--- config.mk ---
export PLATFORM = sky130hd
export DESIGN_NAME = mmu_walker
export DESIGN_NICKNAME = d
export VERILOG_FILES = /design/src/rtl/mmu_walk_pkg.sv /design/src/rtl/mmu_l1_decode.sv /design/src/rtl/mmu_l2_decode.sv /design/src/rtl/mmu_walk_ctrl.sv /design/src/rtl/mmu_walker.sv
export SDC_FILE = /design/constraint.sdc
export NUM_CORES = 1
export LEC_CHECK = 0
export BUFFER_PORTS_ARGS = -buffer_cell sky130_fd_sc_hd__buf_4
export CAP_MARGIN = 25
export CELL_PAD_IN_SITES_DETAIL_PLACEMENT = 0
export CELL_PAD_IN_SITES_GLOBAL_PLACEMENT = 2
export CORE_AREA = 3 3 141 143
export CTS_CLUSTER_DIAMETER = 60
export CTS_CLUSTER_SIZE = 28
export DETAILED_ROUTE_END_ITERATION = 12
export DIE_AREA = 0 0 144 146
export HOLD_SLACK_MARGIN = 0.12
export PLACE_DENSITY_LB_ADDON = 0.1
export SYNTH_ARGS = -nofsm -noshare
export SYNTH_HDL_FRONTEND = slang
export SYNTH_SLANG_ARGS = --single-unit
--- constraint.sdc ---
create_clock -name clk -period 2.2 [get_ports clk]
set_input_delay 0.22 -clock clk [delete_from_list [all_inputs] [get_ports clk]]
set_output_delay 0.22 -clock clk [all_outputs]
set_load 0.02 [all_outputs]
--- src/rtl/mmu_walk_pkg.sv ---
// Package: shared constants and types of the translation table walker.
// Assumes the fixed 32-bit, two-level descriptor format.
package mmu_walk_pkg;
    localparam int unsigned ADDR_W    = 32;
    localparam int unsigned DATA_W    = 32;
    localparam int unsigned DOM_W     = 4;
    localparam int unsigned AP_W      = 2;
    localparam int unsigned AP_SLOTS  = 4;
    localparam int unsigned AP_LSB    = 4;
    localparam int unsigned SECT_SH   = 20;
    localparam int unsigned LARGE_SH  = 16;
    localparam int unsigned SMALL_SH  = 12;

    typedef enum logic [1:0] {ST_IDLE, ST_L1_READ, ST_L2_READ, ST_DONE} walk_state_t;
    typedef enum logic [1:0] {L1_FAULT, L1_TABLE, L1_SECTION} l1_kind_t;
    typedef enum logic [1:0] {L2_FAULT, L2_LARGE, L2_SMALL} l2_kind_t;

    typedef struct packed {
        logic              fault;
        logic              fault_l2;
        logic [ADDR_W-1:0] pa;
        logic              cacheable;
        logic              bufferable;
        logic [DOM_W-1:0]  domain;
        logic [AP_W-1:0]   ap;
    } walk_result_t;
endpackage

--- src/rtl/mmu_l1_decode.sv ---
// Module: decodes a first-level descriptor into its kind, a section
// result and the address of the second-level entry.
// Assumes desc is the word just read and va_low holds va[19:0].
module mmu_l1_decode
    import mmu_walk_pkg::*;
(
    input  logic [DATA_W-1:0]  desc,
    input  logic [SECT_SH-1:0] va_low,
    output l1_kind_t           kind,
    output walk_result_t       sect,
    output logic [ADDR_W-1:0]  l2_addr
);
    logic [1:0] unused_bits;
    assign unused_bits = {desc[9], desc[4]};

    // Classify the descriptor by its two type bits.
    always_comb begin
        unique case (desc[1:0])
            2'b01:   kind = L1_TABLE;
            2'b10:   kind = L1_SECTION;
            default: kind = L1_FAULT;
        endcase
    end

    // Build the section result and the second-level entry address.
    always_comb begin
        sect.fault      = 1'b0;
        sect.fault_l2   = 1'b0;
        sect.pa         = {desc[ADDR_W-1:SECT_SH], va_low};
        sect.cacheable  = desc[3];
        sect.bufferable = desc[2];
        sect.domain     = desc[8:5];
        sect.ap         = desc[11:10];
        l2_addr         = {desc[ADDR_W-1:10], va_low[SECT_SH-1:SMALL_SH], 2'b00};
    end
endmodule

--- src/rtl/mmu_l2_decode.sv ---
// Module: decodes a second-level descriptor into page kind, physical
// address, attributes and the sub-page permission that applies.
// Assumes va_low holds va[15:0].
module mmu_l2_decode
    import mmu_walk_pkg::*;
(
    input  logic [DATA_W-1:0]   desc,
    input  logic [LARGE_SH-1:0] va_low,
    output l2_kind_t            kind,
    output logic [ADDR_W-1:0]   pa,
    output logic [AP_W-1:0]     ap,
    output logic                cacheable,
    output logic                bufferable
);
    localparam int unsigned SEL_W = $clog2(AP_SLOTS);

    logic [AP_W-1:0]  ap_slot [AP_SLOTS];
    logic [SEL_W-1:0] slot_sel;

    // Slice the four per-quarter permission fields.
    for (genvar g = 0; g < AP_SLOTS; g++) begin : g_ap
        assign ap_slot[g] = desc[AP_LSB + AP_W*g +: AP_W];
    end

    // Classify the descriptor by its two type bits.
    always_comb begin
        unique case (desc[1:0])
            2'b01:   kind = L2_LARGE;
            2'b10:   kind = L2_SMALL;
            default: kind = L2_FAULT;
        endcase
    end

    // Form the address and pick the quarter's permission by page size.
    always_comb begin
        if (kind == L2_LARGE) begin
            pa       = {desc[ADDR_W-1:LARGE_SH], va_low};
            slot_sel = va_low[LARGE_SH-1 -: SEL_W];
        end else begin
            pa       = {desc[ADDR_W-1:SMALL_SH], va_low[SMALL_SH-1:0]};
            slot_sel = va_low[SMALL_SH-1 -: SEL_W];
        end
        ap         = ap_slot[slot_sel];
        cacheable  = desc[3];
        bufferable = desc[2];
    end
endmodule

--- src/rtl/mmu_walk_ctrl.sv ---
// Module: walk sequencer. Accepts a request, issues the first- and
// second-level reads one at a time, registers the result and holds it
// until taken. Assumes read data returns at least one cycle after the
// read is accepted, and only for reads this block issued.
module mmu_walk_ctrl
    import mmu_walk_pkg::*;
(
    input  logic               clk,
    input  logic               rst_n,
    input  logic [ADDR_W-1:14] ttb_hi,
    input  logic               req_valid,
    input  logic [ADDR_W-1:0]  req_va,
    output logic               req_ready,
    output logic               mem_rd_en,
    input  logic               mem_rd_ready,
    output logic [ADDR_W-1:0]  mem_rd_addr,
    input  logic               mem_rd_valid,
    input  l1_kind_t           l1_kind,
    input  walk_result_t       l1_sect,
    input  logic [ADDR_W-1:0]  l1_l2_addr,
    input  l2_kind_t           l2_kind,
    input  logic [ADDR_W-1:0]  l2_pa,
    input  logic [AP_W-1:0]    l2_ap,
    input  logic               l2_cacheable,
    input  logic               l2_bufferable,
    output logic               res_valid,
    input  logic               res_ready,
    output walk_result_t       res,
    output logic [ADDR_W-1:0]  va_q,
    output logic               in_l2
);
    walk_state_t       state;
    logic              issued;
    logic [ADDR_W-1:0] l2_addr_q;
    logic [DOM_W-1:0]  dom_q;
    walk_result_t      fault_l1_r, fault_l2_r, page_r;

    // Build the candidate results for faults and pages.
    always_comb begin
        fault_l1_r          = '0;
        fault_l1_r.fault    = 1'b1;
        fault_l2_r          = '0;
        fault_l2_r.fault    = 1'b1;
        fault_l2_r.fault_l2 = 1'b1;
        page_r.fault        = 1'b0;
        page_r.fault_l2     = 1'b0;
        page_r.pa           = l2_pa;
        page_r.cacheable    = l2_cacheable;
        page_r.bufferable   = l2_bufferable;
        page_r.domain       = dom_q;
        page_r.ap           = l2_ap;
    end

    // Drive the read port and the handshake flags from the state.
    always_comb begin
        req_ready   = (state == ST_IDLE);
        res_valid   = (state == ST_DONE);
        in_l2       = (state == ST_L2_READ);
        mem_rd_en   = ((state == ST_L1_READ) || (state == ST_L2_READ)) && !issued;
        mem_rd_addr = in_l2 ? l2_addr_q
                            : {ttb_hi, va_q[ADDR_W-1:SECT_SH], 2'b00};
    end

    // Advance the walk and capture the descriptors' results.
    always_ff @(posedge clk) begin
        if (!rst_n) begin
            state     <= ST_IDLE;
            issued    <= 1'b0;
            va_q      <= '0;
            l2_addr_q <= '0;
            dom_q     <= '0;
            res       <= '0;
        end else begin
            unique case (state)
                ST_IDLE: begin
                    if (req_valid) begin
                        va_q   <= req_va;
                        issued <= 1'b0;
                        state  <= ST_L1_READ;
                    end
                end
                ST_L1_READ: begin
                    if (mem_rd_en && mem_rd_ready) issued <= 1'b1;
                    if (issued && mem_rd_valid) begin
                        issued <= 1'b0;
                        unique case (l1_kind)
                            L1_SECTION: begin
                                res   <= l1_sect;
                                state <= ST_DONE;
                            end
                            L1_TABLE: begin
                                l2_addr_q <= l1_l2_addr;
                                dom_q     <= l1_sect.domain;
                                state     <= ST_L2_READ;
                            end
                            default: begin
                                res   <= fault_l1_r;
                                state <= ST_DONE;
                            end
                        endcase
                    end
                end
                ST_L2_READ: begin
                    if (mem_rd_en && mem_rd_ready) issued <= 1'b1;
                    if (issued && mem_rd_valid) begin
                        issued <= 1'b0;
                        res    <= (l2_kind == L2_FAULT) ? fault_l2_r : page_r;
                        state  <= ST_DONE;
                    end
                end
                default: begin
                    if (res_ready) state <= ST_IDLE;
                end
            endcase
        end
    end
endmodule

--- src/rtl/mmu_walker.sv ---
// Module: top of the two-level translation table walker. Joins the
// sequencer with the two descriptor decoders, which both look at the
// read data. Assumes ttb is held stable while a walk is running.
module mmu_walker
    import mmu_walk_pkg::*;
(
    input  logic              clk,
    input  logic              rst_n,
    input  logic [31:0]       ttb,
    input  logic              req_valid,
    output logic              req_ready,
    input  logic [31:0]       req_va,
    output logic              mem_rd_en,
    input  logic              mem_rd_ready,
    output logic [31:0]       mem_rd_addr,
    input  logic              mem_rd_valid,
    input  logic [31:0]       mem_rd_data,
    output logic              res_valid,
    input  logic              res_ready,
    output logic              res_fault,
    output logic              res_fault_l2,
    output logic [31:0]       res_pa,
    output logic              res_cacheable,
    output logic              res_bufferable,
    output logic [3:0]        res_domain,
    output logic [1:0]        res_ap,
    output logic [31:0]       res_va
);
    l1_kind_t          l1_kind;
    walk_result_t      l1_sect;
    logic [ADDR_W-1:0] l1_l2_addr;
    l2_kind_t          l2_kind;
    logic [ADDR_W-1:0] l2_pa;
    logic [AP_W-1:0]   l2_ap;
    logic              l2_c, l2_b;
    walk_result_t      res;
    logic [ADDR_W-1:0] va_q;
    logic              in_l2;
    logic [13:0]       unused_ttb;

    assign unused_ttb = ttb[13:0];

    mmu_l1_decode u_l1 (
        .desc    (mem_rd_data),
        .va_low  (va_q[SECT_SH-1:0]),
        .kind    (l1_kind),
        .sect    (l1_sect),
        .l2_addr (l1_l2_addr)
    );

    mmu_l2_decode u_l2 (
        .desc       (mem_rd_data),
        .va_low     (va_q[LARGE_SH-1:0]),
        .kind       (l2_kind),
        .pa         (l2_pa),
        .ap         (l2_ap),
        .cacheable  (l2_c),
        .bufferable (l2_b)
    );

    mmu_walk_ctrl u_ctrl (
        .clk           (clk),
        .rst_n         (rst_n),
        .ttb_hi        (ttb[31:14]),
        .req_valid     (req_valid),
        .req_va        (req_va),
        .req_ready     (req_ready),
        .mem_rd_en     (mem_rd_en),
        .mem_rd_ready  (mem_rd_ready),
        .mem_rd_addr   (mem_rd_addr),
        .mem_rd_valid  (mem_rd_valid),
        .l1_kind       (l1_kind),
        .l1_sect       (l1_sect),
        .l1_l2_addr    (l1_l2_addr),
        .l2_kind       (l2_kind),
        .l2_pa         (l2_pa),
        .l2_ap         (l2_ap),
        .l2_cacheable  (l2_c),
        .l2_bufferable (l2_b),
        .res_valid     (res_valid),
        .res_ready     (res_ready),
        .res           (res),
        .va_q          (va_q),
        .in_l2         (in_l2)
    );

    // Unpack the registered result onto the ports.
    always_comb begin
        res_fault      = res.fault;
        res_fault_l2   = res.fault_l2;
        res_pa         = res.pa;
        res_cacheable  = res.cacheable;
        res_bufferable = res.bufferable;
        res_domain     = res.domain;
        res_ap         = res.ap;
        res_va         = va_q;
    end
endmodule

==> results.sh <==
export IMPL_ir_drop_mv=0.3546
export IMPL_routed_wl_um=17220
export IMPL_ys_warnings_count=0
export IMPL_use_met1_pct=20.95
export IMPL_avgSynthCellArea_um2=8.761
export IMPL_area_sequential_mm2=0.002222
export IMPL_setup_viol=0
export IMPL_synth_compound_area_share_pct=18.17
export IMPL_p_int_mw=4.028
export IMPL_critPathLaunchType="flip-flop"
export IMPL_min_path_type="in -> reg"
export IMPL_start_util_pct=25.95
export IMPL_cp_slowest_cell="mux2_2"
export IMPL_final_common_cell="buf_4"
export IMPL_synth_ff_type="dfxtp_1"
export IMPL_rsz0062_at_grt="false"
export IMPL_io_pins=211
export IMPL_clk_pin_slew_ns=0.07
export IMPL_crit_path_end="mem_rd_addr[2]"
export IMPL_crit_chain="inv_1 -> ha_4 -> buf_8 -> mux2_2 -> buf_4"
export IMPL_timing_rr_end="u_ctrl.res[9]$_SDFFE_PN0P_"
export IMPL_synthAdderAreaFrac_pct=1.805
export IMPL_drive_gt1_share_pct=34.81
export IMPL_die_w_um=144
export IMPL_worstSetupPathType="reg -> out"
export IMPL_overflow=0
export IMPL_clk_latency_ns=0.35
export IMPL_hpwl_um=12390
export IMPL_outcome="finished, final reports clean"
export IMPL_final_max_slew_viol_count=0
export IMPL_worst_path_buf_inv=3
export IMPL_synth_mux_area_share_pct=8.507
export IMPL_switchingPower_mw=2.043
export IMPL_ant_nets=0
export IMPL_finalCritPeriodShare_pct=95.71
export IMPL_combPwrFrac_pct=34.2
export IMPL_rr_worst_depth=7
export IMPL_synth_xor_area_share_pct=0
export IMPL_clkPwrFrac_pct=28.2
export IMPL_cts_sinks=111
export IMPL_core_area_mm2=0.01871
export IMPL_finalInstanceArea_mm2=0.007233
export IMPL_r2r_start="u_ctrl.state[0]$_SDFFE_PN0P_"
export IMPL_async_reset_ff_share_pct=0
export IMPL_grt_max_degree=62
export IMPL_use_met3_pct=3.549
export IMPL_die_area_mm2=0.02102
export IMPL_period_needed_ns=2.106
export IMPL_fill_cells=1951
export IMPL_synth_seq_cells=111
export IMPL_gr_max_usage_layer="met2"
export IMPL_synth_edff_count=0
export IMPL_clockRootBuffer="clkbuf_16"
export IMPL_cp_startpoint="u_ctrl.state[0]$_SDFFE_PN0P_"
export IMPL_timing_final_hold_violations=0
export IMPL_cp_top_family="buffers and inverters"
export IMPL_multi_input_area_mm2=0.002451
export IMPL_synth_top_family_by_area="simple AND/OR/NAND/NOR gates"
export IMPL_clockBufferDepth=2
export IMPL_dpl_instance_area_mm2=0.006633
export IMPL_fin_worst_skew_ns=0.006627
export IMPL_cts_buffers_inserted=9
export IMPL_maxCapViolCount=0
export IMPL_path_depth=5
export IMPL_cts_tree="yes"
export IMPL_vias=4581
export IMPL_antenna_cells=0
export IMPL_crit_arrival_ns=1.89
export IMPL_grtUsageMet2_pct=26.56
export IMPL_grt_pass1_wl_um=26370
export IMPL_synthSimpleGateAreaFrac_pct=21.24
export IMPL_wire_per_inst_um=17.20
export IMPL_track_usage_pct=16.12
export IMPL_nets=871
export IMPL_rows=50
export IMPL_endpoint_kind="output port"
export IMPL_layout_common_cells="buf_4, nand2_1, dfxtp_1, a21boi_0, nor2b_1"
export IMPL_synthesis_instances=554
export IMPL_tightest_slew_ns=0.5834
export IMPL_synth_distinct_cells=35
export IMPL_gp_routability_congestion=0.7787
export IMPL_first_pass_iters=4
export IMPL_ys_seq_area_share_pct=45.78
export IMPL_drc=0
export IMPL_crit_fanout=19
export IMPL_die_h_um=146
export IMPL_fmax_ghz=0.4749
export IMPL_power_density_mw_per_mm2=839.4
export IMPL_drt_iter0_markers=134
export IMPL_fin_setup_tns_ns=0
export IMPL_syn_area_mm2=0.004853
export IMPL_area_delta_synth_final_pct=49.03
export IMPL_switching_share_pct=33.66
export IMPL_r2r_slack_ns=0.30
export IMPL_power_leakage_nw=2.973
export IMPL_io_buffer_count=194
export IMPL_first_global_vias=4655
export IMPL_viasPerCell=4.576
export IMPL_seq_power_share_pct=37.6
export IMPL_htreeDepth=3
export IMPL_slew_headroom_pct=61.11
export IMPL_slowest_delay_ns=0.41
export IMPL_antenna_found_initial=0
export IMPL_critical_path_required_ns=1.98
## synth_stat cells (all sizes together), types with 2 or more instances
| library cell | number | area [um^2] |
|---|---|---|
| nand2 | 152 | 570.6 |
| dfxtp | 111 | 2222 |
| a21boi | 68 | 510.5 |
| nor2b | 33 | 209.0 |
| mux2 | 30 | 337.8 |
| a22oi | 26 | 195.2 |
| clkbuf | 26 | 97.59 |
| nor2 | 26 | 97.59 |
| buf | 18 | 101.4 |
| nor3b | 12 | 90.09 |
| o22ai | 8 | 50.05 |
| ha | 7 | 87.58 |
| a221oi | 6 | 58.80 |
| inv | 4 | 15.01 |
| nand3 | 4 | 20.02 |
| mux2i | 3 | 30.03 |
| o21ai | 3 | 15.01 |
| a21oi | 2 | 10.01 |
| and2 | 2 | 12.51 |
| mux4 | 2 | 45.04 |
## worst min-delay path by stage
stage	start	to	slack, ns	cells past startpoint
2_1_floorplan	req_va[13]	u_ctrl.va_q[13]$_SDFFE_PN0P_	0.36	2
4_1_cts	mem_rd_data[23]	u_ctrl.l2_addr_q[23]$_SDFFE_PN0P_	0.12	3
5_1_grt	req_va[14]	u_ctrl.va_q[14]$_SDFFE_PN0P_	0.13	3
3_5_place_dp	u_ctrl.l2_addr_q[17]$_SDFFE_PN0P_	u_ctrl.l2_addr_q[17]$_SDFFE_PN0P_	0.46	2
6_report	req_va[16]	u_ctrl.va_q[16]$_SDFFE_PN0P_	0.14	3
3_3_place_gp	u_ctrl.l2_addr_q[4]$_SDFFE_PN0P_	u_ctrl.l2_addr_q[4]$_SDFFE_PN0P_	0.45	2
## power by group through the flow
stage / combinational (mW) / clock (mW) / sequential (mW)
5_1_grt: 2.23 / 1.85 / 2.31
3_3_place_gp: 2.01 / 0 / 2.33
4_1_cts: 2.10 / 1.79 / 2.29
3_5_place_dp: 2.03 / 0 / 2.33
6_report: 2.08 / 1.71 / 2.29
2_1_floorplan: 1.03 / 0 / 2.43
## layer usage
metal	wire [um]	vias to the layer above
li1	-	2279
met1	7944	2171
met2	8114	114
met3	895	17
met4	267	0
met5	0	-
## metrics by stage
step           hold slack (ns)  utilization, %  total power [mW]  std cells  worst slack [ns]
6_report                0.1392           38.67             6.071       1001           0.09446
5_1_grt                 0.1266           38.67             6.396       1001          0.006936
4_1_cts                 0.1201           38.65             6.177       1001           0.04184
3_5_place_dp            0.4618           35.46             4.362        958            0.2231
3_3_place_gp            0.4513           35.46             4.338        958            0.2751
2_1_floorplan           0.3649               -             3.455        555            0.3828
## cell families after synthesis
logic type	count (synthesis)
compound gates	118
fa+ha+maj	7
buf+inv	48
flops	111
mux	35
other cells	1
simple gates	234
## tightest hold or removal path, stage by stage
cell and delay (ns):
buf_4 0.11, nand2_1 0.04, a21boi_0 0.07
## layout make-up
cell class	count	area share [%]
tap	234	4.048
timing repair buffer	240	26.86
clock buffer	11	3.494
multi-input combinational	396	33.89
sequential	111	30.72
inverter	4	0.2076
clock inverter	5	0.7784
## flip-flops by register name (all words and copies together) (netlist names)
register and count:
u_ctrl.va_q 32, u_ctrl.res 42, u_ctrl.state 2, u_ctrl.l2_addr_q 30
u_ctrl.dom_q 4, u_ctrl.issued 1
## what timing repair did
action / 4_1_cts / 5_1_grt
buffers inserted: 0 / 0
gates resized for setup: 3 / 1
hold buffers: 27 / 0
endpoints found under the setup margin: 30 / 1
hold endpoints to repair: 27 / 0
(Power assumes the default switching activity.)
